--- src/rtl/rst_mute_seq.sv ---
module rst_mute_seq #(
  parameter int MUTE_SAMPLES = 32,
  parameter int SOFT_HOLD    = 4
) (
  input  logic       mclk,
  input  logic       por_n,
  input  logic       soft_rst,
  input  logic       wr_stb,
  input  logic [2:0] ratio_sel,
  output logic       core_rst,
  output logic       mute
);

  localparam int MAX_RATIO = 768;
  localparam int CW = $clog2(MUTE_SAMPLES * MAX_RATIO + 1);
  localparam int HW = $clog2(SOFT_HOLD + 1);

  logic [HW-1:0] hold_cnt;
  logic [CW-1:0] mute_cnt;
  logic [CW-1:0] mute_load;
  logic [9:0]    ratio;
  logic          release_now;

  always_comb begin
    case (ratio_sel)
      3'd0:    ratio = 10'd128;
      3'd1:    ratio = 10'd192;
      3'd3:    ratio = 10'd384;
      3'd4:    ratio = 10'd512;
      3'd5:    ratio = 10'd768;
      default: ratio = 10'd256;
    endcase
  end

  assign mute_load   = CW'(MUTE_SAMPLES * int'(ratio));
  assign release_now = core_rst && (wr_stb || hold_cnt == '0 || hold_cnt == HW'(SOFT_HOLD));
  assign mute        = core_rst || (mute_cnt != '0);

  always_ff @(posedge mclk or negedge por_n) begin
    if (!por_n) begin
      core_rst <= 1'b1;
      hold_cnt <= '0;
      mute_cnt <= '0;
    end else if (soft_rst) begin
      core_rst <= 1'b1;
      hold_cnt <= HW'(1);
    end else if (release_now) begin
      core_rst <= 1'b0;
      hold_cnt <= '0;
      mute_cnt <= mute_load;
    end else if (core_rst) begin
      hold_cnt <= hold_cnt + HW'(1);
    end else if (mute_cnt != '0) begin
      mute_cnt <= mute_cnt - CW'(1);
    end
  end

endmodule

--- config.mk ---
export PLATFORM = sky130hd
export DESIGN_NAME = rst_mute_seq
export DESIGN_NICKNAME = d
export VERILOG_FILES = /design/src/rtl/rst_mute_seq.sv
export SDC_FILE = /design/constraint.sdc
export NUM_CORES = 1
export LEC_CHECK = 0
export CAP_MARGIN = 10
export CORE_ASPECT_RATIO = 1.1
export CORE_MARGIN = 2
export CORE_UTILIZATION = 25
export CTS_CLUSTER_DIAMETER = 80
export DETAILED_ROUTE_END_ITERATION = 7
export PLACE_DENSITY = 0.41
export SYNTH_ARGS = -nofsm -noshare
export SYNTH_HDL_FRONTEND = slang
export SYNTH_SLANG_ARGS = --single-unit
--- constraint.sdc ---
create_clock -name mclk -period 4.4 [get_ports mclk]
set_input_delay 0.88 -clock mclk [delete_from_list [all_inputs] [get_ports mclk]]
set_output_delay 0.88 -clock mclk [all_outputs]
set_load 0.02 [all_outputs]
### Yosys cells after proc, flatten, opt, wreduce, memory -nomap -nowiden

Index checks and enable logic that the tools add are counted.

* logic and storage cells: 32
* bits in registers: 19
* output and inout port bits: 2

* multiplexer cells: 9
* bitwise logic cells: 1
* add/subtract/negate cells: 2
* reduce and logical (&&, ||, !) cells: 11
* eq/ne operators: 6

Operator list (count)
* case mux 10 bit (5 select lines): 1
* two-way mux 15 bit: 3
* nonzero test 15 bit: 1
* subtractor 15 x 1 -> 15 bit, second input constant: 1
* == test 3 bit, second input constant: 3
* two-way mux 3 bit: 3
* zero test 3 bit: 2
* nonzero test 2 bit: 2
* adder 3 x 1 -> 3 bit, second input constant: 1
* == test 3 x 1 -> 1 bit, second input constant: 1
* == test 3 x 2 -> 1 bit, second input constant: 1
* logical OR 1 bit: 3
* AND reduction 3 bit: 1
* nonzero test 3 bit: 1
* two-way mux 1 bit: 2
* inequality test 2 x 1 -> 1 bit, second input constant: 1
* logical AND 1 bit: 1
* inverter 1 bit: 1

### Depth between registers and ports, before layout

Gate-level depths: netlist (run 1).

* depth after elaboration: 6
* depth in mapped cells: 8

### Worst setup path after synthesis (run 1)

Ideal clock, no wire load.

* path kind: flip-flop to output port
* from: register mute_cnt[8]
* to: output mute
* arrival: 1817 ps
* required time: 3520 ps
* slack: 1703 ps
* cell stages (with the launch flop): 5
* cell sequence: dfrtp_1 > or4_4 > or4_1 > nor3_1 > nand2_1

* word-level cells in the longest chain between the ends: 2

Ends and longest elaborated chain
* start: declaration: RTL line 19 `logic [CW-1:0] mute_cnt;`
* start signal: assignment: RTL line 50 `mute_cnt <= mute_load;`
* start signal: assignment: RTL line 54 `mute_cnt <= mute_cnt - CW'(1);`
* nonzero test 15 bit: RTL line 37 `assign mute = core_rst || (mute_cnt != '0);`
* logical OR 1 bit: RTL line 37
* end: declaration: RTL line 11 `output logic mute`

No other way between the ends.

### Worst setup path in the final report (run 1)

* from: register mute_cnt[9]
* to: output mute

Same word-level chain as after synthesis.

==> results of run 1 <==
## cell usage after synthesis, types with 3 or more instances
cell	n
dfrtp_1	17
nand2_1	9
or3_1	4
a21oi_1	12
o21ai_0	8
or4_1	5
o211ai_1	3
nor2_1	10
inv_1	6
or2_2	3
## kinds of logic (layout without fill, tap and decap cells)
| logic type | Yosys count | after routing | share of synthesized area |
|---|---|---|---|
| adders and majority gates | 2 | 2 | 0.0237 |
| buffers and inverters | 9 | 19 | 0.0392 |
| DFF | 18 | 18 | 0.429 |
| xor gates and xnor gates | 3 | 3 | 0.0249 |
| AOI/OAI and AO/OA | 36 | 36 | 0.220 |
| and+or+nand+nor | 47 | 47 | 0.264 |
## registers in the layout, summed over array words and instances, names as in the netlist
name and count:
hold_cnt 2, core_rst 1, mute_cnt 15
## metal layers
| layer | share of wire | global-route usage | vias to the layer above |
|---|---|---|---|
| met5 | 0 | 0 | - |
| met4 | 0.0091 | 0.0417 | 0 |
| met3 | 0.035 | 0.0248 | 2 |
| met2 | 0.47 | 0.185 | 12 |
| met1 | 0.49 | 0.163 | 431 |
| li1 | - | - | 446 |
## cell type report
cell class,count,area share
flip-flops and latches,18,0.364
clock buffers,4,0.0443
multi-input cells,88,0.451
repair buffers,9,0.0705
inverters,6,0.0181
well taps,52,0.0524
## how the worst min path moves through the flow
stage,from,to,slack [ns],cells past startpoint
finish,mute_cnt[0]$_DFFE_PN0P_,mute_cnt[0]$_DFFE_PN0P_,0.51,1
global placement,hold_cnt[0]$_DFFE_PN0P_,hold_cnt[0]$_DFFE_PN0P_,0.49,1
detailed placement,mute_cnt[0]$_DFFE_PN0P_,mute_cnt[0]$_DFFE_PN0P_,0.51,1
floorplan,hold_cnt[0]$_DFFE_PN0P_,hold_cnt[0]$_DFFE_PN0P_,0.46,1
global route,hold_cnt[1]$_DFFE_PN0P_,hold_cnt[1]$_DFFE_PN0P_,0.55,2
CTS,hold_cnt[1]$_DFFE_PN0P_,hold_cnt[1]$_DFFE_PN0P_,0.52,2
## cells in the final DEF, fill, tap and decap left out, types with 2 or more instances in the layout
cell type        instances
clkdlybuf4s50_1          8
or3b_2                   2
o311ai_0                 2
nand2b_1                 2
o211ai_1                 3
clkbuf_8                 4
nor3_1                   2
nand2_1                  9
ha_1                     2
inv_1                    6
o21ai_0                  8
or4_1                    5
nor2_1                  10
or2_2                    3
or3_1                    4
nor4_1                   2
o41ai_1                  2
o21ai_1                  2
a21oi_1                 12
dfrtp_1                 17
xnor2_1                  2
nor3b_1                  2
## metrics by stage
stage | cells | hold slack, ns
after floorplan | 115 | 0.457
after global placement | 173 | 0.487
after detailed placement | 173 | 0.510
after CTS | 177 | 0.523
after global routing | 177 | 0.549
final | 177 | 0.513
## worst reg2reg max path: stages (launching register included)
cell and delay (ns):
dfrtp_1 0.41, inv_1 0.06, ha_1 0.18, or3b_2 0.49, or4b_4 0.54, o21ai_4 0.39, a21oi_1 0.08, o22a_1 0.19
## power breakdown
group | internal (W) | switching (W)
logic | 0.000118 | 0.000148
clock network | 0.0000795 | 0.0000569
registers | 0.000222 | 0.0000615
==> metrics.cfg, run 1 <==
[power]
fin_total_pwr_w = 0.000686
peakVddDrop_mv = 0.164
power.density_nw_per_um2 = 552
p_leak_nw = 0.478

[critical_path]
crit_path_end = mute
cpLargestDelayFamily = simple AND/OR/NAND/NOR gates
end_kind = primary output
startpoint_type = register
cp_max_fo = 6
slowest_delay_ns = 0.58
worstReg2RegStart = mute_cnt[0]$_DFFE_PN0P_
cp_cell_sequence = or4_4 > or4_1 > nor3_1 > nand2_1 > clkdlybuf4s50_1
crit_cells = 5
slowest_stage = or4_4
required_ns = 3.52
path_class = register to primary output
reg2reg_slack_ns = 1.95
critPathArrivalTime_ns = 2.64
r2r-end = mute_cnt[11]$_DFFE_PN0P_
ff2ff_path_depth = 7
startpoint = mute_cnt[9]$_DFFE_PN0P_
worst-path-buf-inv = 1

[cells_and_area]
fin_area_um2 = 1240
multi_input_area_um2 = 561
drive_above_1_share = 0.120
area_growth_pct = 17.9
fill_cells = 421
register_area_um2 = 452
post-route-util = 0.311
diodes = 0
final_nets = 135

[synth]
ys_async_sr_fraction = 1.00
synthTopCellsByArea = dfrtp_1 40%, a21oi_1 5.7%, o21ai_0 3.8%, nor2_1 3.6%, or4_1 3.6%
ys_ff_latch = 18
synth-edff-count = 0
netlist_area_um2 = 1050
ys_warn_count = 0
ys.flop_type = dfrtp_1
syn_nets = 124
synthCells = 115
synthDistinctLibCells = 37
synth.largest_area_cell = dfrtp_1
yosysSeqAreaShare = 0.429
syn_area_per_cell_um2 = 9.16
synth_top_area_share = 0.404

[sta]
rsz0062_at_grt = no
worstMarginPinSlew_ns = 0.868
clock.fmax_mhz = 284
skew_ns = 0.00573
maxSlewHeadroom = 0.420
final_max_slew_viol_count = 0
post-route-period-util = 0.799
fin_setup_tns_ns = 0
setup_ws_ns = 0.883
layout_min_cycle_time_ns = 3.52
finalHoldViolations = 0
setup_viol = 0

[drt]
wl_um = 2420
drtIter0Drc = 42
ant_nets = 0
drc_errors = 0
wl_per_cell_um = 13.7
firstDrtPassIters = 6
viasPerCell = 5.03
vias = 891

[run_status]
status = finished, final reports clean

[clock_network]
holdBufCountCts = 0
cts_setup_buffers = 0
cts_tree = yes
cts-buffers-inserted = 3
cts-root-buf = clkbuf_8
htree_levels = 1
cts_resized = 0
clkSinkCount = 18
cts.clk_slew.worst_paths_ns = 0.07
clk_latency_ns = 0.25
clk_path_buf_depth = 2

[global_routing]
grt_pass1_wl_um = 4400
grt_pass1_vias = 889
grtUsageTotal = 0.119
grt_overflow = 0
antenna_found_initial = 0
grt_max_degree = 19

[place]
dpl.hpwl_um = 1810
portBuffers = 8
gp_congestion = 0.713
postPlaceCellArea_um2 = 1190
post-place-ws_ns = 1.17

[floorplanning]
num_io_pins = 9
die_w_um = 65.9
dieHeight_um = 72.1
dieArea_um2 = 4750
rows = 24
initial_core_util = 0.264
core_area_um2 = 3990

[flow_run]
cap_viol_max_count = 0

[min_path]
hold_path.class = register to register

Power figures use the tool's default switching activity.
==> inputs of run 2 (changes only) <==
PLACE_DENSITY = 0.42   (was 0.41)
clock period = 3.1 ns   (was 4.4 ns; I/O delays follow)
==> run 2 against run 1 <==
Final cell count grew 0.56%. Global-route usage grew 0.24 points. Worst hold slack lost 0.013 ns. Non-clock buffer count grew 1. Via count grew 1.6%. Sequential share of layout area is essentially flat. Critical path depth is the same. Sequential power grew 43%. Utilization is essentially flat. Count of clock-buffer cells in the layout is the same. Die area is the same. Critical path type unchanged. Critical endpoint unchanged. Largest cell class unchanged. Largest power group unchanged.
==> metrics.cfg, run 2 (same netlist as run 1, synthesis figures left out) <==
[global_routing]
grt_max_degree = 19  ; unchanged
grtUsageTotal = 0.121  ; +0.00243
grt_pass1_wl_um = 4370  ; -0.48%
grt_pass1_vias = 902  ; +1.5%
antenna_found_initial = 0  ; unchanged
grt_overflow = 0  ; unchanged

[power]
switching_share = 0.402  ; +0.0134
intPower_w = 0.000576  ; +37%
p_leak_nw = 0.476  ; -0.48%
power.share.sequential = 0.421  ; +0.007
p_comb_frac = 0.402  ; +0.014
power.density_nw_per_um2 = 774  ; +40%
pwr-share-clk = 0.177  ; -0.022
switchingPower_w = 0.000387  ; +45%
peakVddDrop_mv = 0.229  ; +40%

[place]
portBuffers = 8  ; unchanged
dpl.hpwl_um = 1870  ; +3.2%
dp_cells = 174  ; +0.58%
gp_congestion = 0.781  ; +9.6%

[cells_and_area]
fill_cells = 426  ; +1.2%
area_growth_pct = 18.1
final_cell_mix = 17 x dfrtp_1, 12 x a21oi_1, 10 x nor2_1
drive_above_1_share = 0.127  ; +0.00698
final_nets = 136  ; +0.74%
diodes = 0  ; unchanged
top_register = mute_cnt
layout_commonest_cell = dfrtp_1
instances_no_fill = 178  ; +0.56%
largest_reg_flops = 15  ; unchanged
top_regs = mute_cnt: 15 flops, hold_cnt: 2 flops, core_rst: 1 flops

[floorplanning]
core_area_um2 = 3990  ; unchanged
num_io_pins = 9  ; unchanged
dieArea_um2 = 4750  ; unchanged
initial_core_util = 0.264  ; unchanged
dieHeight_um = 72.1  ; unchanged
die_w_um = 65.9  ; unchanged
rows = 24  ; unchanged

[critical_path]
startpoint_type = register
cp_cell_sequence = or4_4 > or4_1 > nor3_2 > nand2_1 > dlygate4sd2_1
ff2ff_path_depth = 7  ; unchanged
required_ns = 2.48  ; -1.04 ns
path_class = register to primary output
r2r-end = mute_cnt[7]$_DFFE_PN0P_
slowest_delay_ns = 0.58  ; about the same
cpLargestDelayFamily = simple AND/OR/NAND/NOR gates
reg2reg_slack_ns = 0.65  ; -1.30 ns
worst-path-buf-inv = 1  ; unchanged
slowest_stage = or4_4
end_kind = primary output
cp_max_fo = 6  ; unchanged
critPathArrivalTime_ns = 2.31  ; -0.33 ns
worstReg2RegStart = mute_cnt[0]$_DFFE_PN0P_

[min_path]
hp-start = hold_cnt[0]$_DFFE_PN0P_
hold_path.class = register to register
min_path_cells = 1  ; unchanged
whs_endpoint = hold_cnt[0]$_DFFE_PN0P_

[clock_network]
clk_latency_ns = 0.25  ; about the same
cts_setup_buffers = 0  ; unchanged
cts-root-buf = clkbuf_8
holdBufCountCts = 0  ; unchanged
cts_resized = 2  ; +2
clkSinkCount = 18  ; unchanged
cts_tree = yes
cts.clk_slew.worst_paths_ns = 0.07  ; about the same
clk_path_buf_depth = 2  ; unchanged
htree_levels = 1  ; unchanged
cts-buffers-inserted = 3  ; unchanged

[sta]
layout_min_cycle_time_ns = 2.93
clock.fmax_mhz = 341
rsz0062_at_grt = no
whs_ns = 0.500  ; -0.0125 ns
finalHoldViolations = 0  ; unchanged
final_max_slew_viol_count = 0  ; unchanged
fin_setup_tns_ns = 0  ; unchanged
maxSlewHeadroom = 0.439  ; +0.0193
skew_ns = 0.00260  ; -0.00313 ns
post-route-period-util = 0.946
worstMarginPinSlew_ns = 0.839  ; -0.0289 ns
setup_viol = 0  ; unchanged

[drt]
drc_errors = 0  ; unchanged
ant_nets = 0  ; unchanged
firstDrtPassIters = 4  ; -2
viasPerCell = 5.08  ; +1.0%
vias = 905  ; +1.6%
wl_per_cell_um = 13.9  ; +1.2%
wl_um = 2470  ; +1.8%
drtIter0Drc = 32  ; -24%

[flow_run]
cap_viol_max_count = 0  ; unchanged

[run_status]
status = finished, final reports clean

## run 2: power by group through the flow
stage                     Sequential (W)  Combinational (W)  Clock, W
after floorplan                 0.000382           0.000299         0
after detailed placement        0.000408           0.000385         0
after global placement          0.000403           0.000381         0
after global routing            0.000420           0.000445  0.000187
after CTS                       0.000403           0.000391  0.000174
final                           0.000405           0.000387  0.000170
## run 2: through the flow
stage | instance area, µm² | setup WS, ns | total power, W | util
2_1_floorplan | 1050 | 0.663 | 0.000682 | -
3_3_place_gp | 1190 | 0.202 | 0.000784 | 0.299
3_5_place_dp | 1190 | 0.182 | 0.000793 | 0.299
4_1_cts | 1240 | 0.160 | 0.000968 | 0.311
5_1_grt | 1240 | 0.0824 | 0.00105 | 0.311
6_report | 1240 | 0.168 | 0.000963 | 0.311
## run 2: area by class of cell
type / instances / area [µm²] / share of cell area
clock buffers: 4 / 45.0 / 0.0362
flip-flops and latches: 18 / 452 / 0.363
inverters: 6 / 22.5 / 0.0181
well taps: 52 / 65.1 / 0.0523
repair buffers: 10 / 93.8 / 0.0755
multi-input cells: 88 / 566 / 0.455
## run 2: metal layers
layer  vias to the layer above  global-route usage  routed length [µm]
li1                        451                   -                   -
met1                       434               0.165                1180
met2                        16               0.189                1170
met3                         4              0.0155                  80
met4                         0              0.0602                  36
met5                         -                   0                   0
## run 2: worst max-delay path by stage
stage | from | endpoint | cells past startpoint
global route | mute_cnt[9]$_DFFE_PN0P_ | mute | 5
floorplan | mute_cnt[8]$_DFFE_PN0P_ | mute | 4
detailed placement | mute_cnt[9]$_DFFE_PN0P_ | mute | 5
CTS | mute_cnt[9]$_DFFE_PN0P_ | mute | 5
finish | mute_cnt[9]$_DFFE_PN0P_ | mute | 5
global placement | mute_cnt[9]$_DFFE_PN0P_ | mute | 5
==> inputs of run 3 (changes only) <==
CTS_BUF_LIST = sky130_fd_sc_hd__clkbuf_4 sky130_fd_sc_hd__clkbuf_8   (was not set)
==> run 3 against run 2 <==
Flip-flop and latch count stayed put. Global-route usage unchanged. Sequential power about the same. First-iteration DRC count did not move. Final cell count did not move. Clock skew hardly changed. Die area is the same.
==> metrics.cfg, run 3 (same netlist as run 1, synthesis figures left out) <==
[run_status]
status = finished, final reports clean

[cells_and_area]
instances_no_fill = 178  ; unchanged
drive_above_1_share = 0.135  ; +0.00794
top_regs = mute_cnt: 15 flops, hold_cnt: 2 flops, core_rst: 1 flops
largest_reg_flops = 15  ; unchanged
top_register = mute_cnt
final_nets = 136  ; unchanged
final_cell_mix = 17 x dfrtp_1, 12 x a21oi_1, 10 x nor2_1
area_growth_pct = 18.4
layout_commonest_cell = dfrtp_1
diodes = 0  ; unchanged

[place]
dpl.hpwl_um = 1870  ; unchanged
portBuffers = 8  ; unchanged
gp_congestion = 0.781  ; unchanged
dp_cells = 174  ; unchanged

[sta]
rsz0062_at_grt = no
setup_viol = 0  ; unchanged
final_max_slew_viol_count = 0  ; unchanged
skew_ns = 0.00281  ; +0.000206 ns
finalHoldViolations = 0  ; unchanged
maxSlewHeadroom = 0.439  ; about the same
post-route-period-util = 0.946  ; about the same
worstMarginPinSlew_ns = 0.839  ; +0.0000474 ns
layout_min_cycle_time_ns = 2.93  ; +0.000186 ns
fin_setup_tns_ns = 0  ; unchanged
clock.fmax_mhz = 341  ; about the same

[drt]
wl_per_cell_um = 13.8  ; about the same
drc_errors = 0  ; unchanged
wl_um = 2470  ; about the same
vias = 905  ; unchanged
ant_nets = 0  ; unchanged
viasPerCell = 5.08  ; unchanged
drtIter0Drc = 32  ; unchanged
firstDrtPassIters = 4  ; unchanged

[power]
power.density_nw_per_um2 = 779  ; +0.62%
p_leak_nw = 0.479  ; +0.72%
peakVddDrop_mv = 0.229  ; about the same

[floorplanning]
num_io_pins = 9  ; unchanged
rows = 24  ; unchanged
core_area_um2 = 3990  ; unchanged
initial_core_util = 0.264  ; unchanged
die_w_um = 65.9  ; unchanged
dieHeight_um = 72.1  ; unchanged
dieArea_um2 = 4750  ; unchanged

[global_routing]
grtUsageTotal = 0.121  ; unchanged
grt_overflow = 0  ; unchanged
grt_pass1_vias = 902  ; unchanged
grt_max_degree = 19  ; unchanged
grt_pass1_wl_um = 4370  ; unchanged
antenna_found_initial = 0  ; unchanged

[critical_path]
cp_cell_sequence = or4_4 > or4_1 > nor3_2 > nand2_1 > dlygate4sd2_1
end_kind = primary output
slowest_stage = or4_4
cpLargestDelayFamily = simple AND/OR/NAND/NOR gates
cp_max_fo = 6  ; unchanged
startpoint_type = register
path_class = register to primary output
slowest_delay_ns = 0.58  ; about the same
critPathArrivalTime_ns = 2.31  ; about the same
worst-path-buf-inv = 1  ; unchanged
required_ns = 2.48  ; about the same

[clock_network]
clkSinkCount = 18  ; unchanged
cts_setup_buffers = 0  ; unchanged
htree_levels = 1  ; unchanged
clk_latency_ns = 0.25  ; about the same
cts.clk_slew.worst_paths_ns = 0.07  ; about the same
cts-root-buf = clkbuf_8
cts_tree = yes
clk_path_buf_depth = 2  ; unchanged
cts-buffers-inserted = 3  ; unchanged

[flow_run]
cap_viol_max_count = 0  ; unchanged

[min_path]
hold_path.class = register to register

==> run 3: cell counts in the layout (fill, tap and decap cells not counted) <==
No cell type changed its count.
==> run 3: worst reg2reg max path, stage by stage (launching register included) <==
cell and delay (ns):
dfrtp_1 0.40, inv_1 0.06, ha_1 0.18, or3b_2 0.50, or4b_4 0.54, o21ai_4 0.37, or3_1 0.18, a21oi_1 0.06
==> run 3: routing by layer <==
layer / vias up / GRT usage / share of wire
met1: 434 / 0.165 / 0.47
met2: 16 / 0.189 / 0.48
li1: 451 / - / -
met4: 0 / 0.0602 / 0.015
met3: 4 / 0.0155 / 0.035
met5: - / 0 / 0
==> run 3: final timing paths <==
kind / from / end / slack [ns] / cells past startpoint
max in group asynchronous: por_n / mute_cnt[7]$_DFFE_PN0P_ / 1.74 / 1
min in group asynchronous: por_n / mute_cnt[0]$_DFFE_PN0P_ / 0.85 / 1
hold reg to reg: hold_cnt[0]$_DFFE_PN0P_ / hold_cnt[0]$_DFFE_PN0P_ / 0.50 / 1
hold / removal: hold_cnt[0]$_DFFE_PN0P_ / hold_cnt[0]$_DFFE_PN0P_ / 0.50 / 1
setup reg to reg: mute_cnt[0]$_DFFE_PN0P_ / mute_cnt[7]$_DFFE_PN0P_ / 0.65 / 7
setup / recovery: mute_cnt[9]$_DFFE_PN0P_ / mute / 0.17 / 5
==> run 3: per-stage QoR <==
step	hold WS, ns	util	setup slack (ns)	total power [W]	cell area [µm²]
after floorplan	0.324	-	0.663	0.000682	1050
final	0.500	0.312	0.168	0.000972	1250
after detailed placement	0.490	0.299	0.182	0.000793	1190
after CTS	0.504	0.312	0.160	0.000977	1250
after global placement	0.487	0.299	0.202	0.000784	1190
after global routing	0.525	0.312	0.0823	0.00106	1250
==> run 3: cell type report <==
class                           count  area (µm²)
Multi-Input combinational cell     88         566
Timing Repair Buffer               10        93.8
Fill cell                         426        2750
Clock buffer                        4        48.8
Tap cell                           52        65.1
Sequential cell                    18         452
Inverter                            6        22.5
==> run 3: power by group <==
group | switching [W] | internal, W
registers | 0.0000901 | 0.000315
logic | 0.000218 | 0.000170
clock network | 0.0000790 | 0.000100
total | 0.000387 | 0.000585
==> run 3: repair_timing <==
item | in CTS | in global routing
setup endpoints to repair | 1 | 0
resized for setup | 2 | 0
hold buffers | 0 | 0
